**src/rtl/pe_status_gen.sv**
```systemverilog
module pe_status_gen #(
  parameter int DW = 16
) (
  input  logic          clk,
  input  logic          rst_n,
  input  logic          op_start,
  input  logic          op_is_erase,
  input  logic          op_done,
  input  logic [DW-1:0] wr_data,
  input  logic          time_over,
  input  logic          erase_win_open,
  input  logic          clr_cmd,
  input  logic          rd_strobe,
  input  logic [DW-1:0] array_data,
  output logic [DW-1:0] rd_data,
  output logic          ry_by
);
  localparam int POLL_B = 7;
  localparam int TOG_B  = 6;
  localparam int FAIL_B = 5;
  localparam int WIN_B  = 3;

  logic busy_q, erase_q, d7_q, tog_q, fail_q, rd_q;
  logic [DW-1:0] stat_word;

  wire stat_mode = busy_q | fail_q;
  wire rd_rise   = rd_strobe & ~rd_q;
  wire start_ok  = op_start & ~stat_mode;

  assign ry_by = ~stat_mode;

  always_comb begin
    stat_word         = '0;
    stat_word[POLL_B] = ~erase_q & ~d7_q;
    stat_word[TOG_B]  = tog_q;
    stat_word[FAIL_B] = fail_q;
    stat_word[WIN_B]  = erase_q & erase_win_open;
  end

  always_ff @(posedge clk) begin
    if (!rst_n) begin
      busy_q  <= 1'b0;
      erase_q <= 1'b0;
      d7_q    <= 1'b0;
      tog_q   <= 1'b0;
      fail_q  <= 1'b0;
      rd_q    <= 1'b0;
      rd_data <= '0;
    end else begin
      rd_q <= rd_strobe;
      if (rd_rise) rd_data <= stat_mode ? stat_word : array_data;
      if (start_ok) begin
        busy_q  <= 1'b1;
        erase_q <= op_is_erase;
        d7_q    <= wr_data[POLL_B];
        tog_q   <= 1'b0;
        fail_q  <= 1'b0;
      end else begin
        if (busy_q && op_done) busy_q <= 1'b0;
        if (busy_q && time_over) fail_q <= 1'b1;
        if (fail_q && clr_cmd) begin
          fail_q <= 1'b0;
          busy_q <= 1'b0;
        end
        if (rd_rise && stat_mode) tog_q <= ~tog_q;
      end
    end
  end


  idle_read_chk: assert property (@(posedge clk) disable iff (!rst_n)
    (rd_rise && !stat_mode) |=> rd_data == $past(array_data));

  toggle_flip_chk: assert property (@(posedge clk) disable iff (!rst_n)
    (rd_rise && stat_mode) |=> tog_q != $past(tog_q));

  fail_hold_chk: assert property (@(posedge clk) disable iff (!rst_n)
    (fail_q && !clr_cmd) |=> (fail_q && !ry_by));

  busy_low_chk: assert property (@(posedge clk) disable iff (!rst_n)
    (op_start && ry_by) |=> !ry_by);

  done_ready_chk: assert property (@(posedge clk) disable iff (!rst_n)
    (op_done && busy_q && !fail_q && !time_over) |=> ry_by);

  restart_ign_chk: assert property (@(posedge clk) disable iff (!rst_n)
    (op_start && !ry_by) |=> $stable(erase_q) && $stable(d7_q));
endmodule

```
**config.mk**
```make
export PLATFORM = sky130hd
export DESIGN_NAME = pe_status_gen
export DESIGN_NICKNAME = d
export VERILOG_FILES = /design/src/rtl/pe_status_gen.sv
export SDC_FILE = /design/constraint.sdc
export NUM_CORES = 1
export LEC_CHECK = 0
export ABC_AREA = 1
export ABC_CLOCK_PERIOD_IN_PS = 1440
export BUFFER_PORTS_ARGS = -buffer_cell sky130_fd_sc_hd__buf_2
export CAP_MARGIN = 40
export CELL_PAD_IN_SITES_DETAIL_PLACEMENT = 0
export CELL_PAD_IN_SITES_GLOBAL_PLACEMENT = 2
export CORE_UTILIZATION = 23
export CTS_BUF_LIST = sky130_fd_sc_hd__clkbuf_2
export DETAILED_ROUTE_END_ITERATION = 10
export GPL_TIMING_DRIVEN = 0
export PLACE_DENSITY = 0.88
export SYNTH_ARGS = -nofsm -noshare
export SYNTH_HDL_FRONTEND = slang
export SYNTH_SLANG_ARGS = --single-unit
```
**constraint.sdc**
```tcl
create_clock -name clk -period 1.44 [get_ports clk]
set_clock_uncertainty 0.2 [all_clocks]
set_input_delay 0.072 -clock clk [delete_from_list [all_inputs] [get_ports clk]]
set_output_delay 0.072 -clock clk [all_outputs]
set_load 0.1 [all_outputs]
```
; Word-level counts from Yosys, hierarchy flattened
; Index checks and enable logic that the tools add are counted.
[word_totals]
ff_bits = 22
inputBits = 41
out_inout_bits = 17
elab_cells = 29
[op_classes]
mux = 4
bitwise = 11
n_reduce_logical = 7
[op_table]
columns = operator, count
row1 = two-way mux 16 bit, 1
row2 = NOT 1 bit, 6
row3 = bitwise AND 1 bit, 4
row4 = logical AND 1 bit, 4
row5 = two-way mux 1 bit, 3
row6 = nonzero test 3 bit, 1
row7 = OR reduction 3 bit, 1
row8 = OR reduction 2 bit, 1
row9 = OR 1 bit, 1

; Longest topological paths before layout
; Gate-level depths: netlist of the first run.
[depth]
word_depth = 4
ltp_mapped = 6
mapped_depth_nobuf = 6

; Worst setup path after synthesis of the first run
; OpenSTA, ideal clock, no wires.
[synth_timing]
path_type = register to register
from = register fail_q
to = register d7_q
setup_ps = 116
arrival_time_ps = 1335
required_ps = 1124
path_slack_ps = -211
stages_incl_launch_ff = 5
path_buffers = 0
period_less_slack_ps = 1651
path_cell_list = dfxtp_1 nor2_4 nand2_1 o21ai_0 nor2_1
[synth_between]
elab_chain_len = 3
[synth_rtl]
columns = item, line_no
row1 = "start, declared", 23  ; logic busy_q, erase_q, d7_q, tog_q, fail_q, rd_q;
row2 = "start signal, assigned", 46  ; fail_q <= 1'b0;
row3 = "start signal, assigned", 57  ; fail_q <= 1'b0;
row4 = "start signal, assigned", 60  ; if (busy_q && time_over) fail_q <= 1'b1;
row5 = OR 1 bit, 26  ; wire stat_mode = busy_q | fail_q;
row6 = NOT 1 bit, --
row7 = net ry_by, 16  ; output logic ry_by
row8 = bitwise AND 1 bit, 28  ; wire start_ok = op_start & ~stat_mode;
row9 = "end signal, assigned", 55  ; d7_q <= wr_data[POLL_B];
row10 = "end, declared", 23
; The timed path passes the listed nets, and every way through them passes these cells.
; A chain may end at the register's enable or synchronous reset.

; Final worst setup path of the first run
[layout_timing]
from = input rst_n
to = register rd_q
[layout_rtl]
columns = item, line_no
row1 = "start, declared", 5  ; input logic rst_n,
row2 = "end signal, assigned", 50  ; rd_q <= rd_strobe;
row3 = "end, declared", 23
; No word-level cell between the ends.

==> results of run 1 <==
==> sequential cells by signal, summed over array words and instances, names as in the netlist <==
signal and cells:
fail_q 1, busy_q 1, rd_data 16, tog_q 1
erase_q 1, d7_q 1, rd_q 1
==> per-stage QoR <==
stage	instances	hold WS [ns]	setup TNS [ns]	utilization, %	total power [W]
finish	237	0.278	0	39.7	0.00144
global route	237	0.259	-0.00438	39.7	0.00153
CTS	236	0.267	0	38.4	0.00144
detailed placement	206	0.114	0	31.2	0.00113
global placement	206	0.105	0	31.2	0.00112
floorplan	115	-0.0304	-0.260	-	0.00104
==> final cells by class <==
| type | count | area, sq um |
|---|---|---|
| Clock buffer | 3 | 15.0 |
| Inverter | 11 | 41.3 |
| Timing Repair Buffer | 68 | 528 |
| Fill cell | 411 | 2410 |
| Tap cell | 50 | 62.6 |
| Sequential cell | 22 | 463 |
| Clock inverter | 1 | 3.75 |
| Multi-Input combinational cell | 78 | 437 |
| Buffer | 4 | 37.5 |
==> routing by layer <==
metal,part of all wire [%],track usage [%]
met5,0,0
met2,51,25.4
met4,0.32,2.39
met3,6.4,3.97
met1,42,12.7
==> timing repair <==
action                                  4_1_cts  5_1_grt
endpoints found under the setup margin        1       17
hold buffers                                 26        0
gates resized for setup                       3       17
hold endpoints to repair                     22        0
setup buffers                                 0        1
pin swaps                                     0        1
==> synth_stat cells (all sizes together) <==
library cell / n / area, sq um
dfxtp: 22 / 440
nor2: 10 / 60.1
a21oi: 16 / 118
buf: 4 / 37.5
inv: 11 / 41.3
o21ai: 3 / 15.0
nand3: 10 / 50.1
nor3: 1 / 5.00
nand2: 37 / 179
o211ai: 1 / 7.51
==> final timing paths <==
path | depth (start not counted) | startpoint | slack [ns] | end
max | 5 | rst_n | 0.06 | rd_q
min reg2reg | 2 | rd_data[9] | 0.28 | rd_data[9]
min | 2 | rd_data[9] | 0.28 | rd_data[9]
max reg2reg | 6 | fail_q | 0.11 | d7_q
==> cells by family after synthesis <==
group | synth area share [%]
AO/OA/AOI/OAI | 14.7
buffers and inverters | 8.27
flip-flops | 46.2
AND/OR/NAND/NOR | 30.8
==> worst register-to-register path, stage by stage (launching register included) <==
cell and delay, ns:
dfxtp_2 0.40, nor2_4 0.17, buf_4 0.16, nand2_2 0.11, inv_1 0.12, nor2_1 0.05, nor2_1 0.09
==> power by group <==
part           internal (W)  switching (W)  total, W
combinational      0.000174       0.000348  0.000522
sequential         0.000652      0.0000226  0.000675
clock             0.0000604       0.000184  0.000244
total              0.000886       0.000554   0.00144
==> metrics.cfg, run 1 <==
[global_routing]
antenna_found_initial=0
grt_pass1_wl_microns=4260
grt_overflow_total=0
first_global_vias=1039
grt_usage_pct=12.7
grt_max_degree=13

[clock_tree]
cts_root_buffer=clkbuf_2
clockBufferDepth=2
cts_tree=yes
cts_htree_levels=1
cts_sinks=22
cts_buffers=3
clkTransAtPathRegs_ns=0.21
clk_latency_ns=0.31

[critical_path]
worstPathMaxFanout=9
required_ns=1.49
crit_type=in -> reg
cp-start-kind=primary input
crit_buf_inv=4
crit_top_cell=dlygate4sd3_1
path_cells=dlygate4sd3_1 -> buf_2 -> nand2_1 -> dlygate4sd3_1 -> inv_1
slowest_stage=dlygate4sd3_1
cp-end-kind=flop
cp_top_family=buffers and inverters
arrival_ns=1.42
max_stage_delay_ns=0.54

[placement]
pre_cts_ws_ns=0.154
gp_congestion=0.668
io_buffers=41
postPlaceCellArea_sq_mm=0.00125
post-dp-hpwl_microns=1710

[yosys]
ys_seq_elements=22
ys_warn_count=0
synth_area_sq_um=953
synth-seq-area-share_pct=46.2
synthCells=115
syn_avg_cell_area_sq_um=8.29
syn-num-nets=156
synth.distinct_cells=17

[layout]
fin_area_sq_mm=0.00159
syn_to_final_growth_pct=66.5
final_cell_mix=26 x buf_2, 26 x dlygate4sd3_1, 24 x nand2_1
fin_nets=229
drive_gt1_share_pct=51.3
antenna_cells=0

[timing]
final_hold_viol_count=0
finalCritPeriodShare_pct=95.7
setup_viol=0
slew_viol_final=0
slew_headroom_pct=79.7
worst_slack_ns=0.0621
period_needed_ns=1.38
timing.fmax_mhz=726
tightest_slew_ns=0.307

[floorplan]
die_h_microns=66.4
dieArea_sq_mm=0.00441
core_area_sq_mm=0.00400
rows=23
start_util_pct=23.8
io_pins=58
die_w_microns=66.4

[routing]
detail_route.wl_per_cell_microns=10.7
antenna_left=0
drtIter0Drc=23
routed_wl_microns=2530
vias=989
drc=0
vias_per_cell=4.17
first_pass_iters=4

[run_status]
status=finished, final reports clean

[flow_run]
drv_cap=0

[pwr]
p_per_area_mw_per_mm2=908
vdd.ir_drop.worst_uv=564
leakage_nw=0.713

[worst_hold_path]
hp-class=reg -> reg

No activity file was read; power rests on OpenSTA's default activity.
==> inputs of run 2 (changes only) <==
--- a/config.mk
+++ b/config.mk
@@ -11,11 +11,13 @@
 export CAP_MARGIN = 40
 export CELL_PAD_IN_SITES_DETAIL_PLACEMENT = 0
 export CELL_PAD_IN_SITES_GLOBAL_PLACEMENT = 2
+export CORE_ASPECT_RATIO = 2
 export CORE_UTILIZATION = 23
 export CTS_BUF_LIST = sky130_fd_sc_hd__clkbuf_2
 export DETAILED_ROUTE_END_ITERATION = 10
 export GPL_TIMING_DRIVEN = 0
 export PLACE_DENSITY = 0.88
+export SKIP_CTS_REPAIR_TIMING = 1
 export SYNTH_ARGS = -nofsm -noshare
 export SYNTH_HDL_FRONTEND = slang
 export SYNTH_SLANG_ARGS = --single-unit
==> metrics.cfg, run 2 (same netlist as run 1, synthesis figures left out) <==
[run_status]
status=finished, final reports clean

[clock_tree]
cts_tree=yes
clk_latency_ns=0.33
cts_sinks=22
cts_root_buffer=clkbuf_2
clockBufferDepth=2
clkTransAtPathRegs_ns=0.21
cts_buffers=3
cts_htree_levels=1

[pwr]
p_clk_share_pct=17.1
leakage_nw=0.709
p_comb_share_pct=35.7
switching_share_pct=38.7
p_per_area_mw_per_mm2=912
switchingPower_w=0.000553
p_int_w=0.000877
p_seq_share_pct=47.2
vdd.ir_drop.worst_uv=626

[routing]
drtIter0Drc=13
antenna_left=0
first_pass_iters=4
routed_wl_microns=2430
detail_route.wl_per_cell_microns=10.3
vias_per_cell=4.09
vias=966
drc=0

[layout]
largest_reg_flops=16
final_cell_mix=30 x buf_2, 26 x dlygate4sd3_1, 24 x nand2_1
drive_gt1_share_pct=51.4
fin_nets=228
layout.cells.most_common=buf_2
stdcell_count=236
largest-register=rd_data
fin_area_sq_mm=0.00157
syn_to_final_growth_pct=64.4
antenna_cells=0

[global_routing]
grt_usage_pct=11.7
antenna_found_initial=0
grt_max_degree=12
grt_pass1_wl_microns=3770
first_global_vias=907
grt_overflow_total=0

[timing]
hold_ws_ns=0.278
rsz0062_at_grt=true
final_hold_viol_count=0
setup_tns_ns=0
tightest_slew_ns=0.488
slew_headroom_pct=67.7
setup_viol=0
finalCritPeriodShare_pct=96.2
period_needed_ns=1.39
timing.fmax_mhz=722
slew_viol_final=0

[critical_path]
arrival_ns=1.11
path_cells=buf_2
cp-start-kind=flop
reg2reg_from=rd_q
max_stage_delay_ns=0.42
worstPathMaxFanout=2
crit_buf_inv=1
crit_type=reg -> out
slowest_stage=buf_2
cp_top_family=buffers and inverters
cp-end-kind=primary output
critPathLaunch=rd_data[12]
required_ns=1.17

[placement]
postPlaceCellArea_sq_mm=0.00125
post-dp-hpwl_microns=1810
gp_congestion=0.758
io_buffers=41
place_inst=207

[floorplan]
io_pins=58
dieArea_sq_mm=0.00442
die_h_microns=93.1
die_w_microns=47.5
rows=32
core_area_sq_mm=0.00392
start_util_pct=24.3

[worst_hold_path]
hp-start=rd_data[9]
hp-class=reg -> reg

[flow_run]
drv_cap=0

run 2: worst min-delay path, cell delays in order, from the launching register on:
cell,delay [ns]
dfxtp_2,0.37
nand2_1,0.05
a21oi_1,0.05
run 2: final timing paths:
path | end | slack [ns] | depth (start not counted)
worst max-delay path | rd_data[12] | 0.05 | 1
worst max register to register | rd_data[15] | 0.11 | 5
worst min register to register | rd_data[9] | 0.28 | 2
worst min-delay path | rd_data[9] | 0.28 | 2
run 2: layer usage:
layer | global-route usage, % | wire length, microns | up-vias
li1 | - | - | 504
met1 | 11.9 | 948 | 420
met2 | 21.6 | 1340 | 37
met3 | 1.93 | 103 | 5
met4 | 4.29 | 34 | 0
met5 | 0 | 0 | -
run 2: power groups by stage:
stage	clock, W	combinational (W)	sequential [W]
6_report	0.000245	0.000510	0.000675
3_3_place_gp	0	0.000435	0.000686
5_1_grt	0.000281	0.000543	0.000681
3_5_place_dp	0	0.000440	0.000687
4_1_cts	0.000253	0.000441	0.000675
2_1_floorplan	0	0.000157	0.000878
run 2: cell type report:
| cell class | instances | area [sq um] |
|---|---|---|
| Timing Repair Buffer | 67 | 510 |
| Inverter | 11 | 41.3 |
| Buffer | 4 | 37.5 |
| Fill cell | 424 | 2360 |
| Tap cell | 51 | 63.8 |
| Sequential cell | 22 | 463 |
| Multi-Input combinational cell | 78 | 437 |
| Clock buffer | 3 | 15.0 |
run 2: through the flow:
| step | utilization [%] | setup WS (ns) | total power [W] |
|---|---|---|---|
| after global routing | 40.0 | -0.0163 | 0.00151 |
| after detailed placement | 31.8 | 0.150 | 0.00113 |
| after global placement | 31.8 | 0.188 | 0.00112 |
| after CTS | 32.2 | -0.177 | 0.00137 |
| final | 40.0 | 0.0546 | 0.00143 |
| after floorplan | - | -0.0798 | 0.00104 |
==> inputs of run 3 (changes only) <==
--- a/config.mk
+++ b/config.mk
@@ -9,10 +9,7 @@
 export ABC_CLOCK_PERIOD_IN_PS = 1440
 export BUFFER_PORTS_ARGS = -buffer_cell sky130_fd_sc_hd__buf_2
 export CAP_MARGIN = 40
-export CELL_PAD_IN_SITES_DETAIL_PLACEMENT = 0
-export CELL_PAD_IN_SITES_GLOBAL_PLACEMENT = 2
-export CORE_ASPECT_RATIO = 2
-export CORE_UTILIZATION = 23
+export CORE_UTILIZATION = 44
 export CTS_BUF_LIST = sky130_fd_sc_hd__clkbuf_2
 export DETAILED_ROUTE_END_ITERATION = 10
 export GPL_TIMING_DRIVEN = 0
==> metrics.cfg, run 3 (same netlist as run 1, synthesis figures left out) <==
[pwr]
leakage_nw=0.726
vdd.ir_drop.worst_uv=683
p_per_area_mw_per_mm2=923
p_total_w=0.00143

[timing]
setup_viol=0
tightest_slew_ns=0.496
period_needed_ns=1.38
slew_headroom_pct=67.2
slew_viol_final=0
setup_tns_ns=0
hold_ws_ns=0.278
finalCritPeriodShare_pct=96.2
final_hold_viol_count=0
timing.fmax_mhz=722

[clock_tree]
clkTransAtPathRegs_ns=0.21
cts_buffers=3
clk_latency_ns=0.32
cts_sinks=22
clockBufferDepth=2
cts_tree=yes
cts_htree_levels=1
cts_root_buffer=clkbuf_2

[placement]
post-dp-hpwl_microns=1490
place_inst=183
io_buffers=41
gp_congestion=0.768

[floorplan]
start_util_pct=47.6
core_area_sq_mm=0.00200
dieArea_sq_mm=0.00236
die_w_microns=48.6
io_pins=58
rows=16
die_h_microns=48.6

[layout]
final_cell_mix=34 x buf_2, 26 x dlygate4sd3_1, 24 x nand2_1
largest-register=rd_data
syn_to_final_growth_pct=63.0
final_util_pct=77.6
antenna_cells=0
stdcell_count=216
drive_gt1_share_pct=51.9
largest_reg_flops=16
fin_nets=231
layout.cells.most_common=buf_2

[global_routing]
grt_pass1_wl_microns=3290
antenna_found_initial=0
grt_overflow_total=0
grt_usage_pct=18.0
grt_max_degree=13
first_global_vias=782

[worst_hold_path]
hp-class=reg -> reg

[routing]
drc=0
first_pass_iters=4
drtIter0Drc=15
vias_per_cell=4.56
detail_route.wl_per_cell_microns=11.2
antenna_left=0
vias=985
routed_wl_microns=2420

[critical_path]
crit_buf_inv=1
cp_top_family=buffers and inverters
arrival_ns=1.11
cp-start-kind=flop
worstPathMaxFanout=2
required_ns=1.17
max_stage_delay_ns=0.42
cp-end-kind=primary output
crit_type=reg -> out
path_cells=buf_2
slowest_stage=buf_2

[run_status]
status=finished, final reports clean

[flow_run]
drv_cap=0

-- run 3: worst paths after layout --
path,start,to,slack [ns],cells after the start
max reg2reg,rd_q,rd_data[14],0.12,5
min reg2reg,rd_data[10],rd_data[10],0.28,2
min,rd_data[10],rd_data[10],0.28,2
max,rd_data[3],rd_data[3],0.06,1
-- run 3: worst register-to-register path, cell delays in order, from the launching register on --
cell,delay [ns]
dfxtp_1,0.43
inv_2,0.06
nand2_4,0.10
buf_2,0.23
nand2_1,0.10
a21oi_2,0.13
-- run 3: layout make-up --
| cell class | count | area, sq um |
|---|---|---|
| clock inverter | 1 | 3.75 |
| sequential | 22 | 463 |
| clock buffer | 3 | 15.0 |
| inverter | 11 | 41.3 |
| timing repair buffer | 70 | 523 |
| buffer | 4 | 37.5 |
| multi-input combinational | 78 | 437 |
| fill | 148 | 448 |
| tap | 27 | 33.8 |
-- run 3: power by group --
group	internal [W]	leakage (nW)	switching (W)	total, W
clock	0.0000604	0.0140	0.000179	0.000239
sequential	0.000652	0.188	0.0000229	0.000675
combinational	0.000174	0.524	0.000347	0.000521
total	0.000887	0.726	0.000548	0.00143
-- run 3: per-layer routing --
layer / track usage (%) / wire length (microns) / vias to the layer above
met1: 22.9 / 1060 / 429
met4: 10.3 / 10 / 0
li1: - / - / 512
met2: 28.6 / 1220 / 42
met3: 3.14 / 137 / 2
met5: 0 / 0 / -
-- run 3: per-stage QoR --
step | setup slack, ns | area (sq um)
final | 0.0551 | 1550
after detailed placement | 0.191 | 1220
after floorplan | -0.0798 | 978
after CTS | -0.174 | 1240
after global routing | -0.00913 | 1550
after global placement | 0.217 | 1220
